File: config.mk
export PLATFORM = sky130hd
export DESIGN_NAME = scl_baud_gen
export DESIGN_NICKNAME = d
export VERILOG_FILES = /design/src/rtl/sbg_pkg.sv /design/src/rtl/sbg_cfg_reg.sv /design/src/rtl/sbg_prescale.sv /design/src/rtl/sbg_phase.sv /design/src/rtl/scl_baud_gen.sv
export SDC_FILE = /design/constraint.sdc
export NUM_CORES = 1
export LEC_CHECK = 0
export BUFFER_PORTS_ARGS = -buffer_cell sky130_fd_sc_hd__buf_2
export CORE_MARGIN = 10
export CORE_UTILIZATION = 55
export DETAILED_ROUTE_END_ITERATION = 6
export GPL_ROUTABILITY_DRIVEN = 0
export PLACE_DENSITY_LB_ADDON = 0.05
export RECOVER_POWER = 50
export SETUP_SLACK_MARGIN = 0.5
export SLEW_MARGIN = 30
export SYNTH_ARGS = -nofsm -noshare
export SYNTH_HDL_FRONTEND = slang
export SYNTH_SLANG_ARGS = --single-unit
export TNS_END_PERCENT = 5
File: constraint.sdc
create_clock -name clk_i -period 3.6 [get_ports clk_i]
set_clock_uncertainty 0.2 [all_clocks]
set_input_delay 0.72 -clock clk_i [delete_from_list [all_inputs] [get_ports clk_i]]
set_output_delay 0.72 -clock clk_i [all_outputs]
set_load 0.05 [all_outputs]
File: src/rtl/sbg_pkg.sv
package sbg_pkg;
  localparam int SBG_SEL_N  = 4;
  localparam int MODE_EN    = 0;
  localparam int MODE_PSEL  = 1;
  localparam int MODE_FILT  = 3;
  localparam int MODE_W     = 4;
  typedef logic [1:0] psel_t;
endpackage

File: src/rtl/sbg_cfg_reg.sv
module sbg_cfg_reg
  import sbg_pkg::*;
#(
  parameter int DIV_W    = 8,
  parameter int DIV_IN_W = 16
) (
  input  logic                clk_i,
  input  logic                rst_ni,
  input  logic                load_i,
  input  psel_t               psel_i,
  input  logic                filt_i,
  input  logic [DIV_IN_W-1:0] div_i,
  output psel_t               psel_o,
  output logic                filt_o,
  output logic [DIV_W-1:0]    div_o
);
  logic unused_div_hi;
  assign unused_div_hi = ^div_i[DIV_IN_W-1:DIV_W];

  always_ff @(posedge clk_i or negedge rst_ni) begin
    if (!rst_ni) begin
      psel_o <= '0;
      filt_o <= 1'b0;
      div_o  <= '0;
    end else if (load_i) begin
      psel_o <= psel_i;
      filt_o <= filt_i;
      div_o  <= div_i[DIV_W-1:0];
    end
  end
endmodule

File: src/rtl/sbg_prescale.sv
module sbg_prescale
  import sbg_pkg::*;
#(
  parameter int PRE_LOG = 5
) (
  input  logic  clk_i,
  input  logic  rst_ni,
  input  logic  run_i,
  input  psel_t psel_i,
  output logic  step_o
);
  logic [PRE_LOG-1:0] cnt_q;
  logic [PRE_LOG-1:0] term [SBG_SEL_N];

  // select g divides by 2^(PRE_LOG-g)
  for (genvar g = 0; g < SBG_SEL_N; g++) begin : g_term
    assign term[g] = PRE_LOG'((1 << (PRE_LOG - g)) - 1);
  end

  logic at_term;
  assign at_term = (cnt_q == term[psel_i]);
  assign step_o  = run_i && at_term;

  always_ff @(posedge clk_i or negedge rst_ni) begin
    if (!rst_ni)      cnt_q <= '0;
    else if (!run_i)  cnt_q <= '0;
    else if (at_term) cnt_q <= '0;
    else              cnt_q <= cnt_q + 1'b1;
  end

  assert_pre_bound_R2: assert property (@(posedge clk_i) disable iff (!rst_ni)
    run_i |-> (cnt_q <= term[psel_i]));
endmodule

File: src/rtl/sbg_phase.sv
module sbg_phase #(
  parameter int DIV_W = 8
) (
  input  logic             clk_i,
  input  logic             rst_ni,
  input  logic             run_i,
  input  logic             step_i,
  input  logic [DIV_W-1:0] div_i,
  input  logic             filt_i,
  output logic             end_o
);
  localparam int CNT_W = DIV_W + 1;

  logic [CNT_W-1:0] cnt_q, lim, last;
  assign lim  = CNT_W'(div_i) + CNT_W'(3) + CNT_W'({filt_i, 1'b0});
  assign last = lim - 1'b1;
  assign end_o = step_i && (cnt_q == last);

  always_ff @(posedge clk_i or negedge rst_ni) begin
    if (!rst_ni)     cnt_q <= '0;
    else if (!run_i) cnt_q <= '0;
    else if (end_o)  cnt_q <= '0;
    else if (step_i) cnt_q <= cnt_q + 1'b1;
  end

  assert_half_bound_R3: assert property (@(posedge clk_i) disable iff (!rst_ni)
    run_i |-> (cnt_q < lim));
endmodule

File: src/rtl/scl_baud_gen.sv
module scl_baud_gen
  import sbg_pkg::*;
#(
  parameter int PRE_LOG  = 5,
  parameter int DIV_W    = 8,
  parameter int DIV_IN_W = 16
) (
  input  logic                clk_i,
  input  logic                rst_ni,
  input  logic [MODE_W-1:0]   mode_i,
  input  logic [DIV_IN_W-1:0] div_i,
  output logic                scl_o,
  output logic                low_tick_o,
  output logic                high_tick_o
);
  logic en, run_q, start, run, step, ph_end, load;
  psel_t psel_q;
  logic filt_q;
  logic [DIV_W-1:0] div_q;
  logic scl_q, lt_q, ht_q;

  assign en    = mode_i[MODE_EN];
  assign start = en && !run_q;
  assign run   = en && run_q;
  // shadow load at period start: enable edge or end of high half
  assign load  = start || (run && ph_end && scl_q);

  sbg_cfg_reg #(.DIV_W(DIV_W), .DIV_IN_W(DIV_IN_W)) u_cfg (
    .clk_i  (clk_i),
    .rst_ni (rst_ni),
    .load_i (load),
    .psel_i (mode_i[MODE_PSEL+1:MODE_PSEL]),
    .filt_i (mode_i[MODE_FILT]),
    .div_i  (div_i),
    .psel_o (psel_q),
    .filt_o (filt_q),
    .div_o  (div_q)
  );

  sbg_prescale #(.PRE_LOG(PRE_LOG)) u_pre (
    .clk_i  (clk_i),
    .rst_ni (rst_ni),
    .run_i  (run),
    .psel_i (psel_q),
    .step_o (step)
  );

  sbg_phase #(.DIV_W(DIV_W)) u_phase (
    .clk_i  (clk_i),
    .rst_ni (rst_ni),
    .run_i  (run),
    .step_i (step),
    .div_i  (div_q),
    .filt_i (filt_q),
    .end_o  (ph_end)
  );

  always_ff @(posedge clk_i or negedge rst_ni) begin
    if (!rst_ni) begin
      run_q <= 1'b0;
      scl_q <= 1'b1;
      lt_q  <= 1'b0;
      ht_q  <= 1'b0;
    end else if (!en) begin
      run_q <= 1'b0;
      scl_q <= 1'b1;
      lt_q  <= 1'b0;
      ht_q  <= 1'b0;
    end else if (start) begin
      run_q <= 1'b1;
      scl_q <= 1'b0;
      lt_q  <= 1'b1;
      ht_q  <= 1'b0;
    end else if (ph_end) begin
      scl_q <= !scl_q;
      lt_q  <= scl_q;
      ht_q  <= !scl_q;
    end else begin
      lt_q  <= 1'b0;
      ht_q  <= 1'b0;
    end
  end

  assign scl_o       = scl_q;
  assign low_tick_o  = lt_q;
  assign high_tick_o = ht_q;

  assert_tick_excl_R6: assert property (@(posedge clk_i) disable iff (!rst_ni)
    !(low_tick_o && high_tick_o));

  assert_fall_tick_R9: assert property (@(posedge clk_i) disable iff (!rst_ni)
    $fell(scl_o) |-> low_tick_o);

  assert_idle_high_R7: assert property (@(posedge clk_i) disable iff (!rst_ni)
    !mode_i[MODE_EN] |=> (scl_o && !low_tick_o && !high_tick_o));

  assert_cfg_at_period_R8: assert property (@(posedge clk_i) disable iff (!rst_ni)
    !$stable({psel_q, filt_q, div_q}) |-> low_tick_o);
endmodule

==> flow_metrics.env <==
export IMPL_outcome="complete, but fails checks"
export IMPL_violations="capacitance limit, slew limit"
export IMPL_rsz0062_at_grt="false"
export IMPL_multi_input_area_mm2=0.00121
export IMPL_hp_class="reg2reg"
export IMPL_synth_top_cell_by_area="dfrtp_1"
export IMPL_die_area_mm2=0.00644
export IMPL_final_common_cell="dfrtp_1"
export IMPL_clockRootBuffer="clkbuf_4"
export IMPL_hold_viol_final=0
export IMPL_slowest_delay_ns=0.61
export IMPL_die_h_um=80.3
export IMPL_synth_cells=222
export IMPL_finalCritPeriodShare=0.821
export IMPL_cts_buffers=5
export IMPL_cts_sinks=29
export IMPL_grt_overflow=0
export IMPL_synthMuxAreaShare=0.00501
export IMPL_synth_adder_area_share=0.0313
export IMPL_ios=25
export IMPL_hold_buffers=0
export IMPL_slowest_stage="or4_1"
export IMPL_cp_max_fo=24
export IMPL_synth_ff_type="dfrtp_1"
export IMPL_synth_top_cell_area_share=0.351
export IMPL_cts_tree="built"
export IMPL_cp_arrival_ns=3.02
export IMPL_path_cells="inv_1, ha_1, inv_1, ha_1, ha_1, xor2_1, nor2_1, o2111ai_4, or4_1, nand3_1"
export IMPL_yosys_area_share_simple=0.306
export IMPL_h_tree_depth=2
export IMPL_crit_path_frequent_cell="ha_1"
export IMPL_drt_iter0_drc=83
export IMPL_grt_start_max_net_pins=35
export IMPL_synth_edf_count=0
export IMPL_dp_hpwl_um=3230
export IMPL_cts_buffer_depth=2
export IMPL_cap_violations=1
export IMPL_cp_start_kind="flip-flop"
export IMPL_firstDrtPassIters=4
export IMPL_ys_types=43
export IMPL_powerDensity_mw_per_mm2=307
export IMPL_yosys_warnings=0
export IMPL_clk_pin_slew_ns=0.10
export IMPL_grt_pass1_wl_um=8140
export IMPL_finalSetupTns_ns=0
export IMPL_synth_area_mm2=0.00200
export IMPL_synthesis_nets=249
export IMPL_relSlewSlack=-0.0510
export IMPL_yosys_area_share_xor_xnor=0.0789
export IMPL_wire_per_inst_um=16.7
export IMPL_critPathKind="reg2reg"
export IMPL_synth_compound_gate_area_share=0.177
export IMPL_drive_gt1_frac=0.145
export IMPL_die_x_um=80.3
export IMPL_fmax_mhz=338
export IMPL_portBuffers=16
export IMPL_synth_area_leaders="dfrtp_1, nand3_1, a221oi_1, xnor2_1, or4_1"
export IMPL_insertion_delay_ns=0.33
export IMPL_rrSetupSlack_ns=0.65
export IMPL_tightest_slew_ns=1.58
export IMPL_routed_wl_um=4690
export IMPL_register_area_um2=727
export IMPL_yosys_register_bits=29
export IMPL_grt_pass1_vias=1798
export IMPL_async_flop_share=1.00
export IMPL_detail_route_antenna_nets=0
export IMPL_leakage_nw=0.812
export IMPL_num_nets_final=261
export IMPL_globalRouteTotalUtil=0.154
export IMPL_synth_top_family_by_area="simple AND/OR/NAND/NOR gates"
export IMPL_setup_violations_final=0
export IMPL_vias_per_cell=6.13
export IMPL_antenna_cells=0
export IMPL_fin_crit_ns=2.95
export IMPL_slew_violations=30
export IMPL_fin_area_mm2=0.00216
export IMPL_synth_seq_area_share=0.364
export IMPL_drcViolationCount=0
export IMPL_cp_end_kind="flip-flop"
export IMPL_ir_drop_mv=0.191
export IMPL_fillers=302
export IMPL_post_dp_cell_area_mm2=0.00210
export IMPL_grt_antenna_before_repair=0
export IMPL_synth_avg_cell_area_um2=9.00
export IMPL_final_cell_mix="dfrtp_1, nand3_1, nand2_1"
export IMPL_syn_to_final_growth_pct=7.95
export IMPL_num_vias=1723
export IMPL_required_ns=3.67
export IMPL_rows=21
export IMPL_coreArea_mm2=0.00342
export IMPL_initial_core_util=0.585
[through the flow]
stage | cells | hold WS [ns] | utilization | setup WS (ns) | total power, mW
finish | 281 | 0.269 | 0.632 | 0.646 | 0.662
detailed placement | 273 | 0.257 | 0.615 | 0.601 | 0.474
global route | 281 | 0.293 | 0.632 | 0.489 | 0.698
global placement | 273 | 0.244 | 0.615 | 0.754 | 0.465
floorplan | 222 | 0.224 | - | 1.07 | 0.435
CTS | 281 | 0.214 | 0.630 | 0.597 | 0.665
[timing repair]
action / 4_1_cts / 5_1_grt
setup buffers: 0 / 0
resized for setup: 0 / 1
endpoints found under the setup margin: 0 / 7
[path summary, 6_finish.rpt]
kind	startpoint	end	cells past startpoint
max	u_cfg.filt_o	u_cfg.div_o[7]	10
min	u_pre.cnt_q[0]	u_pre.cnt_q[0]	1
max reg2reg	u_cfg.filt_o	u_cfg.div_o[7]	10
min reg2reg	u_pre.cnt_q[0]	u_pre.cnt_q[0]	1
max in group asynchronous	rst_ni	u_cfg.psel_o[0]	1
min in group asynchronous	rst_ni	u_pre.cnt_q[4]	1
[per-layer routing]
| metal | global-route usage | up-vias | part of all wire |
|---|---|---|---|
| li1 | - | 849 | - |
| met1 | 0.181 | 842 | 0.44 |
| met2 | 0.264 | 26 | 0.52 |
| met4 | 0.0651 | 0 | 0.015 |
| met5 | 0 | - | 0 |
| met3 | 0.0334 | 6 | 0.029 |
[registers in the layout, summed over array words and instances, names as in the netlist]
signal	count
u_phase.cnt_q	9
u_cfg.div_o	8
u_pre.cnt_q	5
u_cfg.psel_o	2
high_tick_o	1
low_tick_o	1
run_q	1
scl_o	1
u_cfg.filt_o	1
[cell families (layout without fill, tap and decap cells)]
| logic type | count (synthesis) | in the layout |
|---|---|---|
| simple gates | 106 | 106 |
| compound gates | 45 | 45 |
| flops | 29 | 29 |
| xor+xnor | 18 | 18 |
| buf+inv | 18 | 31 |
| fa+ha+maj | 5 | 5 |
| mux | 1 | 1 |
[layout make-up]
class,count,area share
sequential,29,0.337
timing repair buffer,19,0.0464
multi-input combinational,175,0.559
inverter,4,0.00696
clock inverter,2,0.00464
clock buffer,6,0.0191
tap,46,0.0267
[power by group]
group | internal, mW | leakage (nW) | switching (mW)
combinational | 0.0468 | 0.436 | 0.0741
sequential | 0.334 | 0.344 | 0.0136
clock | 0.0742 | 0.0320 | 0.119
[cells in the mapped netlist, types with 3 or more instances]
| cell type | count |
|---|---|
| nand3_1 | 22 |
| nor2b_1 | 11 |
| or4_1 | 11 |
| or3_1 | 3 |
| nand2_1 | 18 |
| a21oi_1 | 4 |
| inv_1 | 4 |
| clkbuf_1 | 12 |
| a21o_1 | 3 |
| xnor2_1 | 10 |
| o21ai_0 | 14 |
| nor2_1 | 12 |
| xor2_1 | 8 |
| nor3_1 | 3 |
| ha_1 | 5 |
| a221oi_1 | 11 |
| nor3b_1 | 9 |
| dfrtp_1 | 28 |
[critical path, delay by kind of cell, from the launching register on]
kind,cells,cell delay (ns)
and+or+nand+nor,3,0.94
DFF,1,0.37
adders and majority gates,3,0.66
AOI/OAI and AO/OA,1,0.40
buffers and inverters,2,0.14
xor gates and xnor gates,1,0.17
Power figures use the tool's default switching activity.
